### src/rtl/bht_pkg.sv
package bht_pkg;

    // Two-bit confidence counter; the upper half predicts taken
    typedef enum logic [1:0] {
        CONF_STRONG_NT = 2'd0,
        CONF_WEAK_NT   = 2'd1,
        CONF_WEAK_T    = 2'd2,
        CONF_STRONG_T  = 2'd3
    } conf_t;

    typedef struct packed {
        logic  trained;
        conf_t conf;
    } slot_t;

    // Saturating step of the counter toward the resolved outcome
    function automatic conf_t conf_step(conf_t cur, logic taken);
        conf_t nxt;
        nxt = cur;
        if (taken) begin
            if (cur != CONF_STRONG_T) nxt = conf_t'(cur + 2'd1);
        end else begin
            if (cur != CONF_STRONG_NT) nxt = conf_t'(cur - 2'd1);
        end
        return nxt;
    endfunction

    // Direction guess: counter when trained, else backward-taken rule
    function automatic logic slot_guess(slot_t s, logic backward);
        if (s.trained) return s.conf[1];
        return backward;
    endfunction

endpackage

### src/rtl/bht_index.sv
module bht_index #(
    parameter int ADDR_W  = 32,
    parameter int ENTRIES = 128,
    localparam int IDX_W  = (ENTRIES > 1) ? $clog2(ENTRIES) : 1
) (
    input  logic [ADDR_W-1:0] addr,
    output logic [IDX_W-1:0]  idx
);

    localparam bit IS_POW2 = (ENTRIES & (ENTRIES - 1)) == 0;

    generate
        if (IS_POW2 && ENTRIES > 1) begin : g_slice
            // Power-of-two table: the modulo is a plain bit slice
            logic unused_addr_bits;
            assign unused_addr_bits = ^{addr[ADDR_W-1:IDX_W+1], addr[0]};
            assign idx = addr[IDX_W:1];
        end else begin : g_mod
            logic [ADDR_W-1:0] half;
            logic [ADDR_W-1:0] rem;
            assign half = addr >> 1;
            assign rem  = half % ADDR_W'(ENTRIES);
            assign idx  = rem[IDX_W-1:0];
        end
    endgenerate

endmodule

### src/rtl/bht_table.sv
module bht_table
    import bht_pkg::*;
#(
    parameter int ENTRIES = 128,
    localparam int IDX_W  = (ENTRIES > 1) ? $clog2(ENTRIES) : 1
) (
    input  logic             clk,
    input  logic             rst,
    input  logic [IDX_W-1:0] rd_idx,
    output slot_t            rd_slot,
    input  logic             wr_en,
    input  logic [IDX_W-1:0] wr_idx,
    input  logic             wr_taken
);

    logic [ENTRIES-1:0]      trained_q;
    logic [ENTRIES-1:0][1:0] conf_q;

    assign rd_slot.trained = trained_q[rd_idx];
    assign rd_slot.conf    = conf_t'(conf_q[rd_idx]);

    always_ff @(posedge clk) begin
        if (rst) begin
            trained_q <= '0;
            conf_q    <= '0;
        end else if (wr_en) begin
            trained_q[wr_idx] <= 1'b1;
            conf_q[wr_idx]    <= conf_step(conf_t'(conf_q[wr_idx]), wr_taken);
        end
    end

    // Checker state: slot written in the previous cycle
    logic [IDX_W-1:0] prev_idx_q;
    always_ff @(posedge clk) prev_idx_q <= wr_idx;

    AST_SAT_UP: assert property (@(posedge clk) disable iff (rst)
        wr_en && wr_taken && conf_q[wr_idx] == 2'd3 |=> conf_q[prev_idx_q] == 2'd3);
    AST_SAT_DN: assert property (@(posedge clk) disable iff (rst)
        wr_en && !wr_taken && conf_q[wr_idx] == 2'd0 |=> conf_q[prev_idx_q] == 2'd0);
    AST_MARK_TRAINED: assert property (@(posedge clk) disable iff (rst)
        wr_en |=> trained_q[prev_idx_q]);
    AST_IDLE_HOLD: assert property (@(posedge clk) disable iff (rst)
        !wr_en |=> $stable(trained_q) && $stable(conf_q));
    AST_RESET_CLEAR: assert property (@(posedge clk)
        rst |=> trained_q == '0 && conf_q == '0);

endmodule

### src/rtl/bht_predictor.sv
module bht_predictor
    import bht_pkg::*;
#(
    parameter int ADDR_W  = 32,
    parameter int OFF_W   = 32,
    parameter int ENTRIES = 128
) (
    input  logic              clk,
    input  logic              rst,
    input  logic [ADDR_W-1:0] lk_addr,
    input  logic [OFF_W-1:0]  lk_offset,
    output logic              lk_taken,
    input  logic              upd_en,
    input  logic [ADDR_W-1:0] upd_addr,
    input  logic              upd_taken
);

    localparam int IDX_W = (ENTRIES > 1) ? $clog2(ENTRIES) : 1;

    logic [IDX_W-1:0] lk_idx;
    logic [IDX_W-1:0] upd_idx;
    slot_t            lk_slot;
    logic             backward;
    logic             unused_offset_bits;

    assign backward           = lk_offset[OFF_W-1];
    assign unused_offset_bits = ^lk_offset[OFF_W-2:0];

    bht_index #(.ADDR_W(ADDR_W), .ENTRIES(ENTRIES)) u_lk_index (
        .addr (lk_addr),
        .idx  (lk_idx)
    );

    bht_index #(.ADDR_W(ADDR_W), .ENTRIES(ENTRIES)) u_upd_index (
        .addr (upd_addr),
        .idx  (upd_idx)
    );

    bht_table #(.ENTRIES(ENTRIES)) u_table (
        .clk      (clk),
        .rst      (rst),
        .rd_idx   (lk_idx),
        .rd_slot  (lk_slot),
        .wr_en    (upd_en),
        .wr_idx   (upd_idx),
        .wr_taken (upd_taken)
    );

    assign lk_taken = slot_guess(lk_slot, backward);

    AST_UNTRAINED_STATIC: assert property (@(posedge clk) disable iff (rst)
        !lk_slot.trained |-> lk_taken == lk_offset[OFF_W-1]);

endmodule

### config.mk
export PLATFORM = sky130hd
export DESIGN_NAME = bht_predictor
export DESIGN_NICKNAME = d
export VERILOG_FILES = /design/src/rtl/bht_pkg.sv /design/src/rtl/bht_index.sv /design/src/rtl/bht_table.sv /design/src/rtl/bht_predictor.sv
export SDC_FILE = /design/constraint.sdc
export NUM_CORES = 1
export LEC_CHECK = 0
export ABC_CLOCK_PERIOD_IN_PS = 4300
export BUFFER_PORTS_ARGS = -buffer_cell sky130_fd_sc_hd__buf_2
export CAP_MARGIN = 20
export CORE_MARGIN = 2
export CORE_UTILIZATION = 60
export DETAILED_ROUTE_END_ITERATION = 6
export PLACE_DENSITY_LB_ADDON = 0.2
export SETUP_SLACK_MARGIN = 0.5
export SYNTH_ARGS = -nofsm -noshare
export SYNTH_HDL_FRONTEND = slang
export SYNTH_SLANG_ARGS = --single-unit
### constraint.sdc
create_clock -name clk -period 4.3 [get_ports clk]
set_clock_uncertainty 0.1 [all_clocks]
set_input_delay 0.43 -clock clk [delete_from_list [all_inputs] [get_ports clk]]
set_output_delay 0.43 -clock clk [all_outputs]
set_load 0.01 [all_outputs]
==> run summary, run 1 <==
status = finished, final reports clean
via/cell ratio = 6.72
WP data arrival = 3.11 ns
DRT Pass-1 Iters = 5
Clock Pin Slew Worst Setup and Hold Paths = 0.06 ns
worst rel slew slack = 0.236
H-tree Lvls = 2
Die Area = 0.0316 mm2
I/O Buffers = 19
Slowest-stage cell, CP = mux4_2
RSZ-0062 raised after global routing = false
die height = 178 um
commonest non-fill, non-tap cell in the layout = nor2_1
Routed Antenna Nets = 0
Worst VDD drop = 0.273 mV
syn_area_per_cell = 10.1 um2
Pwr Density = 390 mW/mm2
final setup fails = 0
Fillers = 2258
row cnt = 63
largest net degree at the start of global routing = 142
Iteration-0 DRC Markers = 1529
vias in the first global route = 14293
CP dominant cell by count = mux4_2
Switch Pwr = 0.00195 W
crit-path leading delay family = multiplexers
worst slew pin tran = 1.15 ns
DR vias = 14685
Starting Density = 0.610
Final Critical Period = 3.64 ns
# IOs = 101
maximum capacitance violations = 0
Layout area overhead = 9.58%
asr flop ratio synth = 0
CP bufs+invs = 3
CTS tree = done
Residual DRC = 0
clk buf depth = 3
critical path class = in -> out
Fin. Hold Viols = 0
Final Util = 0.669
wire length of the first global-routing pass = 81600 um
All-Layer GR Usage = 0.333
post-DP HPWL = 34300 um
cts bufs inserted = 41
cell area after synthesis = 0.0181 mm2
layout cells sized above 1 = 0.223
Crit. End Element = output port
P_leak = 6.37 nW
post-route cell area = 0.0199 mm2
hold_ws = 0.365 ns
Syn. warnings = 0
Syn Inst Count = 1791
area of the core = 0.0297 mm2
Int Pwr = 0.00580 W
Comb power frac = 0.092
post-detailed-routing wire length = 52100 um
Period Utilization, post-route = 0.847
DP Area = 0.0186 mm2
Die X = 178 um
post-synthesis sequential area ratio = 0.424
Final TNS setup = 0 ns
worst skew pair latency = 0.54 ns
number of synthesized register bits = 384
Reg power frac = 0.462
initial antenna violation count = 0
EDFF count, synth = 0
clock power share = 0.446
Max Fclk = 275 MHz
Min-Delay Path Class = reg -> reg
Root Driver = clkbuf_16
Inserted Diodes = 0
gr ovfl total = 0
CP peak stage delay = 0.54 ns
CP Cell Sequence = buf_6, buf_4, mux4_2, mux4_2, mux4_2, mux2_2, nand2_1, o21ai_1, buf_2
Post-synth top flop = dfxtp_1
count of different cell masters after synthesis = 56
syn_nets = 1891
most frequent cells in the layout = nor2_1, dfxtp_1, a211oi_1
fin. max-slew vios = 0
Sw Ratio = 0.251
Final Wtd Congestion = 0.949
# nets final = 1868
CP max FO = 14
crit start category = input port
clk sinks = 384
Critical Path RT = 3.77 ns
drt wl/cell = 23.8 um
-- worst reg2reg max path, stage by stage (launching register included) --
cell      delay, ns
dfxtp_1        0.31
mux4_2         0.46
mux2i_1        0.41
o211ai_1       0.13
a311oi_1       0.26
nand3_1        0.17
nor2_1         0.17
maj3_4         0.25
buf_12         0.28
a211oi_1       0.20
-- stage by stage --
| step | total power [W] | setup slack [ns] | std cells |
|---|---|---|---|
| floorplan | 0.00417 | 0.807 | 1791 |
| global placement | 0.00435 | 0.569 | 2115 |
| detailed placement | 0.00435 | 0.545 | 2115 |
| CTS | 0.00775 | 0.537 | 2186 |
| global route | 0.00794 | 0.574 | 2186 |
| finish | 0.00775 | 0.657 | 2186 |
-- Yosys cell counts, drive strengths merged, types with 11 or more instances --
library cell,count,area share
nand2,40,0.0083
dfxtp,384,0.42
mux2i,34,0.019
nor2,642,0.13
nor3,11,0.0030
a221oi,19,0.0092
nor2b,11,0.0039
a211oi,129,0.053
mux4,111,0.14
mux2,21,0.013
a22oi,16,0.0066
a311oi,129,0.10
buf,84,0.036
clkbuf,66,0.014
nand3,18,0.0050
-- power groups by stage --
| stage | Sequential [W] | Clock (W) | Combinational (W) |
|---|---|---|---|
| 2_1_floorplan | 0.00366 | 0 | 0.000511 |
| 3_3_place_gp | 0.00366 | 0 | 0.000687 |
| 3_5_place_dp | 0.00366 | 0 | 0.000692 |
| 4_1_cts | 0.00358 | 0.00347 | 0.000695 |
| 5_1_grt | 0.00358 | 0.00362 | 0.000737 |
| 6_report | 0.00358 | 0.00346 | 0.000710 |
-- flip-flops by register name, indices dropped and copies added, names as in the netlist --
signal	count
u_table.conf_q	256
u_table.trained_q	128
-- routing by layer --
layer / routed length, um / GRT usage / part of all wire
met5: 0 / 0 / 0
met4: 2120 / 0.133 / 0.041
met3: 4210 / 0.0623 / 0.081
met2: 24200 / 0.531 / 0.46
met1: 21600 / 0.449 / 0.41
-- worst paths after layout --
kind	start	end	slack, ns	cells past startpoint
max reg2reg	u_table.conf_q[140]	u_table.conf_q[29]	1.36	9
max	lk_addr[1]	lk_taken	0.66	9
min	u_table.trained_q[66]	u_table.trained_q[66]	0.36	2
min reg2reg	u_table.trained_q[66]	u_table.trained_q[66]	0.36	2
-- cell type report --
type,count,area [um2],share of cell area
timing repair buffer,84,840,0.0423
tap,390,488,0.0246
clock inverter,10,82.6,0.00416
multi-input combinational,1249,9520,0.479
sequential,384,7690,0.387
clock buffer,61,1220,0.0616
inverter,8,30.0,0.00151
-- repair_timing --
item | in CTS | in global routing
setup endpoints to repair | 0 | 1
hold buffers | 0 | 0
buffers inserted | 0 | 0
endpoints found under the hold margin | 0 | 0
gates resized for setup | 0 | 1
-- cell families (layout without fill, tap and decap cells) --
logic type,count (synthesis),count (layout),share of synthesized area
multiplexers,166,166,0.170
flip-flops,384,384,0.424
AO/OA/AOI/OAI,339,339,0.192
AND/OR/NAND/NOR,743,743,0.161
buffers and inverters,158,163,0.0517
adder cells (fa/ha/maj),1,1,0.000621
Note: power is estimated with default switching activity, not from simulation.
==> inputs of run 2 (changes only) <==
--- a/config.mk
+++ b/config.mk
@@ -5,11 +5,11 @@
 export SDC_FILE = /design/constraint.sdc
 export NUM_CORES = 1
 export LEC_CHECK = 0
-export ABC_CLOCK_PERIOD_IN_PS = 4300
+export ABC_CLOCK_PERIOD_IN_PS = 3100
 export BUFFER_PORTS_ARGS = -buffer_cell sky130_fd_sc_hd__buf_2
 export CAP_MARGIN = 20
 export CORE_MARGIN = 2
-export CORE_UTILIZATION = 60
+export CORE_UTILIZATION = 55
 export DETAILED_ROUTE_END_ITERATION = 6
 export PLACE_DENSITY_LB_ADDON = 0.2
 export SETUP_SLACK_MARGIN = 0.5
==> constraint.sdc (replaced) <==
create_clock -name clk -period 3.1 [get_ports clk]
set_clock_uncertainty 0.1 [all_clocks]
set_input_delay 0.31 -clock clk [delete_from_list [all_inputs] [get_ports clk]]
set_output_delay 0.31 -clock clk [all_outputs]
set_load 0.01 [all_outputs]
==> run 2 against run 1 <==
Compared with the run above:
- largest cell class unchanged
- die area grew 8.9%
- setup slack got worse by 1.1 ns
- combinational power increased to 3.0 times the previous value
- the flow now finishes with violations (negative setup slack)
- critical path type is now reg -> out
- worst hold slack worse by 0.19 ns
- non-clock buffer count grew 163
- global-route usage grew 4.2 points
- first-iteration DRC count grew 37%
==> run summary, run 2 (synthesized netlist as in run 1, its figures left out) <==
Biggest register = u_table.conf_q
area of the core = 0.0325 mm2
number of flip-flops in the largest register = 256
CTS tree = done
WL met3 = 6920 um
commonest non-fill, non-tap cell in the layout = nor2_1
most frequent cells in the layout = nor2_1, dfxtp_1, a311oi_2
post-route cell area = 0.0237 mm2
largest net degree at the start of global routing = 83
H-tree Lvls = 2
status = finished, violations left
gr ovfl total = 0
Inserted Diodes = 0
post-detailed-routing wire length = 65000 um
Routed Antenna Nets = 0
DRT Pass-1 Iters = 6
# nets final = 2035
via/cell ratio = 6.83
final worst slack = -0.403 ns
Layout area overhead = 30.6%
CP max FO = 2
row cnt = 66
drt wl/cell = 27.0 um
layout cells sized above 1 = 0.368
Residual DRC = 0
CP dominant cell by count = mux4_2
Die Area = 0.0344 mm2
All-Layer GR Usage = 0.375
wl on met1 = 23900 um
crit start category = flip-flop
crit-path leading delay family = multiplexers
CP Cell Sequence = mux4_2, mux4_2, mux4_2, mux2i_2, buf_4, o21ai_4, buf_2
Pwr Density = 515 mW/mm2
final setup fails = 66
worst slew pin tran = 0.823 ns
clk buf depth = 3
hold_ws = 0.172 ns
largest registers = u_table.conf_q x256, u_table.trained_q x128
FF-to-FF setup slack = -0.11 ns
Iteration-0 DRC Markers = 2088
Min-Delay Path Class = in -> reg
clk sinks = 384
# IOs = 101
critical path class = reg -> out
DR vias = 16430
cts bufs inserted = 41
die height = 186 um
Worst VDD drop = 0.490 mV
Period Utilization, post-route = 1.13
maximum capacitance violations = 0
post-DP HPWL = 36000 um
wire length of the first global-routing pass = 97300 um
max layer used = met4
Starting Density = 0.557
Post-CTS Hold Buffers = 0
Clock Pin Slew Worst Setup and Hold Paths = 0.06 ns
I/O Buffers = 19
P_leak = 7.97 nW
Slowest-stage cell, CP = mux4_2
Fillers = 2138
failing checks = negative setup slack
Crit. End Element = output port
Final Critical Period = 3.50 ns
Critical Path RT = 2.69 ns
metal2 WL = 29900 um
CP bufs+invs = 2
initial antenna violation count = 0
Fin. Hold Viols = 0
WP data arrival = 3.09 ns
worst skew pair latency = 0.55 ns
Max Fclk = 285 MHz
vias in the first global route = 16351
Root Driver = clkbuf_16
fin. max-slew vios = 0
CP peak stage delay = 0.55 ns
Final Wtd Congestion = 0.943
Die X = 186 um
RSZ-0062 raised after global routing = true
DP Area = 0.0193 mm2
worst rel slew slack = 0.451
[run 2: changes by cell type in the layout (fill, tap and decap cells not counted), sizes merged, moves of 2 or more]
cell and change:
clkbuf -4, buf +161, bufinv +4, nand2 +2
[run 2: layer usage]
layer / GRT usage / up-vias
li1: - / 6917
met1: 0.460 / 8016
met2: 0.596 / 1157
met3: 0.0925 / 340
met4: 0.230 / 0
met5: 0 / -
[run 2: path summary, 6_finish.rpt]
| kind | startpoint | endpoint | depth (start not counted) |
|---|---|---|---|
| worst min-delay path | rst | u_table.trained_q[29] | 2 |
| worst max-delay path | u_table.trained_q[87] | lk_taken | 7 |
| worst min register to register | u_table.trained_q[74] | u_table.trained_q[74] | 2 |
| worst max register to register | u_table.conf_q[70] | u_table.conf_q[138] | 10 |
[run 2: timing repair]
| item | in CTS | in global routing |
|---|---|---|
| setup buffers | 43 | 5 |
| resized for setup | 218 | 45 |
| pin swaps | 155 | 101 |
| gates cloned | 49 | 1 |
| setup endpoints to repair | 257 | 257 |
[run 2: area by class of cell]
type	instances	area (um2)	share of cell area
Multi-Input combinational cell	1253	10400	0.440
Sequential cell	384	7690	0.325
Timing Repair Buffer	247	3600	0.152
Clock buffer	56	1170	0.0495
Tap cell	442	553	0.0234
Clock inverter	15	208	0.00877
Inverter	8	30.0	0.00127
[run 2: through the flow]
stage	setup slack [ns]	TNS [ns]	total power [W]	std cells	utilization
after floorplan	0.295	0	0.00582	1791	-
after global placement	-0.426	-38.53	0.00614	2236	0.594
after detailed placement	-0.370	-42.84	0.00615	2236	0.594
after CTS	-0.328	-0.328	0.0120	2399	0.717
after global routing	-0.391	-6.05	0.0124	2405	0.728
final	-0.403	-2.10	0.0122	2405	0.728
[run 2: worst register-to-register path: cells and delay by family, from the launching register on]
kind / cells / cell delay, ns
muxes: 2 / 0.80
and+or+nand+nor: 1 / 0.47
AOI/OAI and AO/OA: 3 / 0.81
DFF: 1 / 0.33
buffers and inverters: 4 / 0.59
[run 2: where the power goes]
part,internal (W),switching (W),leakage (nW)
Combinational,0.00100,0.00111,4.19
Sequential,0.00495,0.0000139,3.09
Clock,0.00306,0.00206,0.688
Total,0.00901,0.00319,7.97
==> inputs of run 3 (changes only) <==
--- a/config.mk
+++ b/config.mk
@@ -11,7 +11,8 @@
 export CORE_MARGIN = 2
 export CORE_UTILIZATION = 55
 export DETAILED_ROUTE_END_ITERATION = 6
-export PLACE_DENSITY_LB_ADDON = 0.2
+export GPL_TIMING_DRIVEN = 0
+export PLACE_DENSITY_LB_ADDON = 0.25
 export SETUP_SLACK_MARGIN = 0.5
 export SYNTH_ARGS = -nofsm -noshare
 export SYNTH_HDL_FRONTEND = slang
==> run 3 against run 2 <==
Compared with the run above:
- the run ends with design-rule violations, negative setup slack left
- via count increased by 1.8%
- die area unchanged
- critical endpoint unchanged
- global-route usage increased by 2.5 points
- design area decreased by 3.3%
- fmax is 3.0% higher
- final cell count is 0.79% lower
- sequential share of layout area up 1.1 points
- utilization is 2.4 points lower
- count of clock-buffer cells in the layout decreased by 1
- critical path depth grew 2
- setup slack better by 0.10 ns
==> run summary, run 3 (synthesized netlist as in run 1, its figures left out) <==
status = finished, violations left
failing checks = design-rule violations, negative setup slack
clk buf depth = 3
Hold Startpoint = upd_taken
Int Pwr = 0.00880 W
hold_ws = 0.250 ns
Biggest register = u_table.conf_q
worst slew pin tran = 1.23 ns
worst rel slew slack = 0.180
Pwr Density = 523 mW/mm2
Crit. End Element = output port
critical path class = in -> out
# nets final = 2015
All-Layer GR Usage = 0.400
crit start category = input port
Post-CTS Hold Buffers = 0
cts bufs inserted = 41
post-route cell area = 0.0229 mm2
post-DP HPWL = 42500 um
maximum capacitance violations = 0
Reg power frac = 0.415
Layout area overhead = 26.3%
largest net degree at the start of global routing = 15
I/O Buffers = 11
gr ovfl total = 0
Iteration-0 DRC Markers = 2040
most frequent cells in the layout = nor2_1, dfxtp_1, a311oi_2
CP max FO = 10
Inserted Diodes = 0
final worst slack = -0.302 ns
Residual DRC = 1
final setup fails = 142
worst skew pair latency = 0.55 ns
pre-CTS setup slack = -1.23 ns
DP Area = 0.0189 mm2
FF-to-FF setup slack = -0.06 ns
Max Fclk = 294 MHz
Sw Ratio = 0.266
clk sinks = 384
post-detailed-routing wire length = 68600 um
Fillers = 2346
CTS tree = done
worst hold stages = 4
DRT Pass-1 Iters = 7
area of the core = 0.0325 mm2
placed cell count = 2244
R2R cell count = 10
via/cell ratio = 7.01
Clock Pin Slew Worst Setup and Hold Paths = 0.06 ns
DR vias = 16719
Switch Pwr = 0.00318 W
number of flip-flops in the largest register = 256
row cnt = 66
Hold Crit Endpoint = u_table.conf_q[188]
H-tree Lvls = 2
Worst VDD drop = 0.517 mV
fin cells = 2386
Critical Path RT = 2.69 ns
vias in the first global route = 16561
largest registers = u_table.conf_q x256, u_table.trained_q x128
RR Endpoint = u_table.conf_q[248]
P_leak = 7.53 nW
initial antenna violation count = 2
WP data arrival = 2.99 ns
Die X = 186 um
RSZ-0062 raised after global routing = true
drt wl/cell = 28.7 um
Starting Density = 0.557
Routed Antenna Nets = 0
Final Wtd Congestion = 0.985
register area = 0.00769 mm2
# IOs = 101
reg2reg start = u_table.conf_q[78]
layout cells sized above 1 = 0.347
Die Area = 0.0344 mm2
fin. max-slew vios = 0
Root Driver = clkbuf_16
Final Util = 0.704
Final Critical Period = 3.40 ns
multi-input logic area = 0.0104 mm2
clock power share = 0.421
commonest non-fill, non-tap cell in the layout = nor2_1
Min-Delay Path Class = in -> reg
wire length of the first global-routing pass = 102000 um
Fin. Hold Viols = 0
die height = 186 um
Period Utilization, post-route = 1.10
Comb power frac = 0.165
==> run 3: layer usage <==
| metal | track usage | share of wire |
|---|---|---|
| met1 | 0.501 | 0.36 |
| met2 | 0.589 | 0.42 |
| met3 | 0.126 | 0.13 |
| met4 | 0.276 | 0.084 |
| met5 | 0 | 0.00038 |
==> run 3: worst max path at each step <==
stage	startpoint	endpoint	depth (start not counted)
3_5_place_dp	upd_addr[2]	u_table.conf_q[254]	12
4_1_cts	u_table.trained_q[99]	lk_taken	7
3_3_place_gp	upd_addr[2]	u_table.conf_q[254]	12
2_1_floorplan	lk_addr[1]	lk_taken	8
5_1_grt	lk_addr[2]	lk_taken	9
6_report	lk_addr[2]	lk_taken	9
==> run 3: power groups by stage <==
stage	Sequential, W	Clock (W)	Combinational, W
detailed placement	0.00508	0	0.00110
floorplan	0.00507	0	0.000749
CTS	0.00497	0.00502	0.00182
finish	0.00497	0.00504	0.00198
global placement	0.00508	0	0.00109
global route	0.00497	0.00523	0.00199
==> run 3: through the flow <==
stage / setup TNS [ns] / total power (W)
global route: -6.10 / 0.0122
floorplan: 0 / 0.00582
finish: -2.79 / 0.0120
CTS: -0.266 / 0.0118
detailed placement: -231.73 / 0.00618
global placement: -221.52 / 0.00616
==> run 3: cell type report <==
class	instances	share of cell area
clock buffer	55	0.0510
tap	442	0.0241
clock inverter	17	0.00836
inverter	8	0.00153
buffer	150	0.0605
multi-input combinational	1249	0.452
timing repair buffer	81	0.0661
sequential	384	0.336
==> run 3: what timing repair did <==
item,4_1_cts,5_1_grt
resized for setup,280,52
cloned,30,1
setup buffers,35,2
pin swaps,110,35
endpoints found under the setup margin,338,262
==> run 3: worst max-delay path, cell delays in order <==
cell and delay, ns:
clkbuf_8 0.23, clkbuf_8 0.26, clkbuf_4 0.30, mux4_2 0.34
mux4_2 0.51, mux4_2 0.52, mux2i_4 0.30, o21ai_2 0.07
buf_2 0.14
